===== src/rtl/alu_pkg.sv =====
`timescale 1ns/1ps
package alu_pkg;

    localparam int unsigned OP_W = 4;

    typedef enum logic [OP_W-1:0] {
        OP_ADD = 4'd0,
        OP_SUB = 4'd1,
        OP_AND = 4'd2,
        OP_OR  = 4'd3,
        OP_XOR = 4'd4,
        OP_CMP = 4'd5,
        OP_LEA = 4'd6,
        OP_LD  = 4'd7,
        OP_ST  = 4'd8
    } alu_op_e;

    // sign sits in the upper bit so {sign, zero} reads 00 / 01 / 10
    typedef struct packed {
        logic sign;
        logic zero;
    } cond_t;

    typedef struct packed {
        logic wr;     // result goes back to the register
        logic setf;   // condition register updates
        logic rel;    // flags come from operand relation, not result
    } op_ctl_t;

    function automatic op_ctl_t decode_op(logic [OP_W-1:0] code);
        op_ctl_t c;
        c = '0;
        case (code)
            OP_ADD, OP_SUB, OP_AND, OP_OR, OP_XOR: begin
                c.wr   = 1'b1;
                c.setf = 1'b1;
            end
            OP_CMP: begin
                c.setf = 1'b1;
                c.rel  = 1'b1;
            end
            OP_LEA: begin
                c.wr   = 1'b1;
                c.setf = 1'b1;
            end
            OP_LD:   c.wr = 1'b1;
            default: c = '0;
        endcase
        return c;
    endfunction

endpackage


===== src/rtl/alu_datapath.sv =====
`timescale 1ns/1ps
module alu_datapath
    import alu_pkg::*;
#(
    parameter int unsigned DATA_W = 16
) (
    input  logic [OP_W-1:0]   op,
    input  logic [0:DATA_W-1] a,
    input  logic [0:DATA_W-1] b,
    output logic [0:DATA_W-1] res,
    output logic              rel_lt,
    output logic              rel_eq
);

    always_comb begin
        case (op)
            OP_ADD:  res = a + b;
            OP_SUB:  res = a - b;
            OP_AND:  res = a & b;
            OP_OR:   res = a | b;
            OP_XOR:  res = a ^ b;
            OP_LEA:  res = b;
            OP_LD:   res = b;
            OP_ST:   res = a;
            default: res = '0;
        endcase
    end

    // signed relation taken directly, immune to difference wrap
    assign rel_lt = $signed(a) < $signed(b);
    assign rel_eq = (a == b);

endmodule


===== src/rtl/alu_flag_gen.sv =====
`timescale 1ns/1ps
module alu_flag_gen
    import alu_pkg::*;
#(
    parameter int unsigned DATA_W = 16
) (
    input  logic              use_rel,
    input  logic [0:DATA_W-1] res,
    input  logic              rel_lt,
    input  logic              rel_eq,
    output cond_t             nxt
);

    cond_t from_res;
    cond_t from_rel;

    assign from_res.sign = res[0];
    assign from_res.zero = (res == '0);
    assign from_rel.sign = rel_lt;
    assign from_rel.zero = rel_eq;

    assign nxt = use_rel ? from_rel : from_res;

endmodule


===== src/rtl/alu_status_reg.sv =====
`timescale 1ns/1ps
module alu_status_reg
    import alu_pkg::*;
(
    input  logic  clk,
    input  logic  rst,
    input  logic  upd,
    input  cond_t nxt,
    output cond_t q
);

    always_ff @(posedge clk) begin
        if (rst)      q <= '0;
        else if (upd) q <= nxt;
    end


    reset_clear_chk: assert property (@(posedge clk) rst |=> (q == '0));


    legal_code_chk: assert property (@(posedge clk) disable iff (rst)
        !(q.sign && q.zero));

endmodule


===== src/rtl/alu_core.sv =====
`timescale 1ns/1ps
module alu_core
    import alu_pkg::*;
#(
    parameter int unsigned DATA_W = 16
) (
    input  logic              clk,
    input  logic              rst,
    input  logic              in_valid,
    input  logic [OP_W-1:0]   op,
    input  logic [0:DATA_W-1] reg_opnd,
    input  logic [0:DATA_W-1] mem_opnd,
    output logic [0:DATA_W-1] result,
    output logic              wb_en,
    output logic [0:1]        flags
);

    op_ctl_t ctl;
    logic    lt;
    logic    eq;
    cond_t   nxt;
    cond_t   cur;

    assign ctl = decode_op(op);

    alu_datapath #(.DATA_W(DATA_W)) u_dp (
        .op     (op),
        .a      (reg_opnd),
        .b      (mem_opnd),
        .res    (result),
        .rel_lt (lt),
        .rel_eq (eq)
    );

    alu_flag_gen #(.DATA_W(DATA_W)) u_fg (
        .use_rel (ctl.rel),
        .res     (result),
        .rel_lt  (lt),
        .rel_eq  (eq),
        .nxt     (nxt)
    );

    alu_status_reg u_sr (
        .clk (clk),
        .rst (rst),
        .upd (in_valid & ctl.setf),
        .nxt (nxt),
        .q   (cur)
    );

    assign wb_en = in_valid & ctl.wr;
    assign flags = {cur.sign, cur.zero};


    cmp_no_wb_chk: assert property (@(posedge clk) disable iff (rst)
        (in_valid && op == OP_CMP) |-> !wb_en);


    cmp_rel_chk: assert property (@(posedge clk) disable iff (rst)
        (in_valid && op == OP_CMP) |=>
        (flags == (($signed($past(reg_opnd)) < $signed($past(mem_opnd))) ? 2'b10 :
                   (($past(reg_opnd) == $past(mem_opnd)) ? 2'b01 : 2'b00))));


    res_flag_chk: assert property (@(posedge clk) disable iff (rst)
        (in_valid && (op <= OP_XOR || op == OP_LEA)) |=>
        (flags == {$past(result[0]), ($past(result) == '0)}));


    hold_chk: assert property (@(posedge clk) disable iff (rst)
        (!in_valid || op >= OP_LD) |=> $stable(flags));


    unknown_no_wb_chk: assert property (@(posedge clk) disable iff (rst)
        (op > OP_ST) |-> !wb_en);

endmodule


===== config.mk =====
export PLATFORM = sky130hd
export DESIGN_NAME = alu_core
export DESIGN_NICKNAME = d
export VERILOG_FILES = /design/src/rtl/alu_pkg.sv /design/src/rtl/alu_datapath.sv /design/src/rtl/alu_flag_gen.sv /design/src/rtl/alu_status_reg.sv /design/src/rtl/alu_core.sv
export SDC_FILE = /design/constraint.sdc
export NUM_CORES = 1
export LEC_CHECK = 0
export BUFFER_PORTS_ARGS = -buffer_cell sky130_fd_sc_hd__buf_2
export CORE_ASPECT_RATIO = 0.6
export CORE_MARGIN = 3
export CORE_UTILIZATION = 44
export DETAILED_ROUTE_END_ITERATION = 10
export HOLD_SLACK_MARGIN = 0.06
export PLACE_DENSITY = 0.67
export SKIP_CTS_REPAIR_TIMING = 1
export SLEW_MARGIN = 20
export SYNTH_ARGS = -nofsm -noshare
export SYNTH_HDL_FRONTEND = slang
export SYNTH_SLANG_ARGS = --single-unit

===== constraint.sdc =====
create_clock -name clk -period 12.6 [get_ports clk]
set_input_delay 3.15 -clock clk [delete_from_list [all_inputs] [get_ports clk]]
set_output_delay 3.15 -clock clk [all_outputs]
set_load 0.01 [all_outputs]

Word-level counts from Yosys, hierarchy flattened --
Index checks and enable logic that the tools add are counted. Widths: inputs -> output; s select.
Storage, ports and cells: bits in registers 2, input port bits 39, output and inout port bits 19
Operators by class: $add $sub $neg 2, order comparisons 1, equal/unequal tests 9, muxes and demuxes 5, bitwise logic cells 5, reduce and logical (&&, ||, !) cells 5
Operators with widths (count):
- $pmux 16 s7 | 1
- $add 16x16->16 | 1
- $and 16x16->16 | 1
- $eq 16x16->1 | 1
- $eq 4x3->1 const B | 4
- $logic_not 16->1 | 1
- $lt 16x16->1 | 1
- $or 16x16->16 | 1
- $sub 16x16->16 | 1
- $xor 16x16->16 | 1
- $reduce_or 7->1 | 2
- $eq 4x2->1 const B | 2
- $eq 4x1->1 const B | 1
- $eq 4x4->1 const B | 1
- $logic_not 4->1 | 1
- $mux 1 | 3
- $and 1x1->1 | 2
- $mux 2 | 1
- $reduce_or 2->1 | 1

Longest topological paths before layout --
depth after elaboration 5, gate-level depth with buffers 13

Hierarchy --
From an unflattened synthesis, not the netlist that was laid out.
Unflattened totals: cells, all modules 422, area total of the unflattened synthesis 2892.8 µm²
Modules (own cells, without submodules):
- alu_datapath | instances 1, cells an instance 403, area an instance 2713.9 µm², sequential area each 0.0 µm²
- alu_status_reg | instances 1, cells an instance 6, area an instance 67.6 µm², sequential area each 40.0 µm²
- alu_flag_gen | instances 1, cells an instance 8, area an instance 66.3 µm², sequential area each 0.0 µm²
- alu_core | instances 1, cells an instance 5, area an instance 45.0 µm², sequential area each 0.0 µm²

Worst setup path before layout --
OpenSTA, ideal clock, no wires.
kind input-to-output, start point input port reg_opnd[9] (netlist bit), end point output port result[0] (netlist bit), arrival time 5.314 ns, data required time 9.450 ns, path slack 4.136 ns, stages 11, cells stage by stage inv_1 ha_1 buf_4 a211oi_1 o21bai_1 or3_1 a21o_1 a211oi_1 nor3_1 a41oi_1 nand4_1
Between the ends: longest elaborated chain between the ends 2
Ends and longest elaborated chain:
- from (decl) | RTL line alu_core.sv:11 | input logic [0:DATA_W-1] reg_opnd,
- $sub 16x16->16 or $add 16x16->16 (tied branches) | RTL line alu_datapath.sv:18, alu_datapath.sv:17
- $pmux 16 s7 (*) | RTL line alu_datapath.sv:16 | case (op)
- to (decl) | RTL line alu_core.sv:13 | output logic [0:DATA_W-1] result,
Mark *: on every way between the ends. The rest lies on a longest branch, timed or not.

Worst setup path after layout --
Same ends and word-level chain as after synthesis.

==> metrics.md <==
| Metric | Value |
|---|---|
| Routed WL | 11900 um |
| Synthesis-to-layout area growth | 11.8% |
| Rows | 23 |
| Largest net degree at the start of global routing | 45 |
| Netlist cell types | 72 |
| Final setup fails | 0 |
| Root Buffer Master | clkbuf_16 |
| #FFs+latches synth | 2 |
| Number of flip-flops in the largest register | 2 |
| Regs by FF count | u_sr.q (2) |
| Setup TNS | 0 ns |
| Clk buf depth | 2 |
| Placer Congestion | about 1.0 |
| Run status | finished clean |
| Post-synth design cell area | 3120 um^2 |
| Grt total ovfl | 0 |
| Total area of sequential cells | 40.0 um^2 |
| Relative slew slack | a little over a quarter |
| Starting density of the core | 46.2% |
| Die width | between 100 and 150 um |
| Full die area | 8180 um^2 |
| CTS clk-pin slew, worst paths | 0.03 ns |
| Final Hold Viols | 0 |
| Layout cells sized above 1 | 16.4% |
| Multi-input logic area | 2750 um^2 |
| Pre-CTS setup slack | 3.43 ns |
| Vias in the first global route | 3516 |
| Core footprint | 6760 um^2 |
| Setup crit end kind | output port |
| ANT cells | 0 |
| Total Routing Usage GR | approximately 29% |
| Synth top area share | between 20 and 25% |
| Chip Height | 71.3 um |
| Element type at the critical path start | input port |
| Synth area leaders | ha_1 (20%), a21oi_1 (6.6%), inv_1 (6.4%) |
| Io pins | between 50 and 60 |
| Routed len/inst | 20.4 um |
| Final WS setup | approximately 3.4 ns |
| Fmax | 0.109 GHz |
| Num Clock Sinks | 2 |
| CTS tree | done |
| Share of the clock period used by the worst path | 73.1% |
| Vias per cell | about 6.6 |
| Iter 0 DRT Violations | 439 |
| Max Fanout on Critical Path | 12 |
| Async SR Flop Fraction | 0% |
| Nets | roughly 590 |
| Post-Synthesis Net Count | 556 |
| Clock Skews | 0 ns |
| Post-place instance area | 3420 um^2 |
| First-pass detailed-route iteration total | 6 |
| Post-route DRC | 0 |
| H-tree depth | 1 |
| Mapped Avg Cell Area | slightly below 7 um^2 |
| Setup CP Type | in -> out |
| First-pass GRT wire length | 19000 um |
| Main synth FF type | dfxtp_1 |
| Most frequent cells in the layout | buf_2 (57), inv_1 (53), ha_1 (51), nor2_1 (47), a21oi_1 (41) |
| DRT antenna net count | 0 |
| Design Area, Final | between 3000 and 4000 um^2 |
| Commonest non-fill, non-tap cell in the layout | buf_2 |
| Max-Cap Viols | 0 |
| Port buffer count | 57 |
| Top reg by flops | u_sr.q |
| EDFF count, synth | 0 |
| Pins Over Slew Limit | 0 |
| Via Count | 3893 |
| DP HPWL | 9240 um |
| Sequential area share after synthesis | under 10% |
| Warnings from Yosys | 0 |
| Final Critical Period | slightly above 9 ns |
| Pwr per Cell Area | 57.9 nW/um^2 |
| CTS buffer count | 3 |
| RSZ-0062 raised after global routing | no |
| Post-synth top area cell | ha_1 |
| Leak pwr | around 1.6 nW |
| Worst endpoint required time | 9.45 ns |
| IR drop worst, VDD | 0.0767 mV |
| Worst-skew pair later-pin latency | about 0.22 ns |
| Cell count after synthesis | 464 |
| Fillers | between 600 and 700 |
| Slew @ Worst Pin | 1.10 ns |
| Initial antenna violation count | 0 |
| Tightest Hold Check Type | reg -> reg |
| CP arrival | around 6 ns |
-- stage by stage --
step           power (mW)  std cells  util (%)  hold slack (ns)
3_5_place_dp        0.150        584      50.5            0.560
4_1_cts             0.198        587      51.6            0.565
3_3_place_gp        0.149        584      50.5            0.566
6_report            0.202        587      51.6            0.566
2_1_floorplan       0.105        464         -            0.589
5_1_grt             0.217        587      51.6            0.615
-- per-layer routing --
| metal | GRT usage, % | up-vias | wire, um |
|---|---|---|---|
| li1 | - | 1802 | - |
| met1 | 44.6 | 1791 | 5400 |
| met5 | 0 | - | 0 |
| met2 | 38.9 | 284 | 4660 |
| met3 | 8.52 | 16 | 1770 |
| met4 | 4.43 | 0 | 121 |
-- cell type report --
class | count | area share (%)
Timing Repair Buffer | 62 | 9.24
Sequential cell | 2 | 1.15
Multi-Input combinational cell | 380 | 78.6
Clock buffer | 3 | 2.15
Tap cell | 87 | 3.12
Inverter | 53 | 5.70
-- worst paths after layout --
path | slack, ns | cells past startpoint | end | start
worst max register to register | 10.27 | 6 | u_sr.q[0] | u_sr.q[0]
worst min-delay path | 0.57 | 3 | u_sr.q[1] | u_sr.q[1]
worst min register to register | 0.57 | 3 | u_sr.q[1] | u_sr.q[1]
worst max-delay path | 3.39 | 12 | result[0] | reg_opnd[9]
-- critical path: stages --
cell and delay (ns):
buf_2 0.12, inv_1 0.05, ha_1 0.52, nor2b_1 0.14, or4_1 0.47, o211ai_1 0.20
a2bb2oi_1 0.15, a2111oi_0 0.47, a21oi_1 0.10, or3_1 0.32, nand4_1 0.20, buf_2 0.17
-- kinds of logic (layout without fill, tap and decap cells) --
group,Yosys count,after routing,synth area share [%]
muxes,3,3,1.00
adders and majority gates,53,53,21.7
AOI/OAI and AO/OA,171,171,38.5
DFF,2,2,1.28
xor gates and xnor gates,3,3,0.841
and+or+nand+nor,150,150,25.4
buffers and inverters,82,118,11.2
-- where the power goes --
part | internal, mW | switching, mW | total [mW]
registers | 0.00661 | 0.0000832 | 0.00670
clock network | 0.0404 | 0.00708 | 0.0474
logic | 0.0541 | 0.0941 | 0.148
total | 0.101 | 0.101 | 0.202
-- cells in the mapped netlist (4+ instances only) --
cell type / instances
a211o_1: 6
a211oi_1: 13
a21o_1: 5
a21oi_1: 41
a221oi_1: 5
a222oi_1: 6
a22oi_1: 5
a32oi_1: 4
buf_2: 9
buf_4: 6
clkbuf_1: 12
ha_1: 51
inv_1: 53
nand2_1: 18
nand2b_1: 6
nand3_1: 8
nand3b_1: 5
nand4_1: 4
nor2_1: 47
nor2b_1: 9
nor3_1: 16
nor3b_1: 4
nor4_1: 8
o211ai_1: 8
o21ai_0: 26
o21ai_1: 6
o21bai_1: 5
o22ai_1: 4
o31ai_1: 4
or3_1: 8
(Power assumes the default switching activity.)
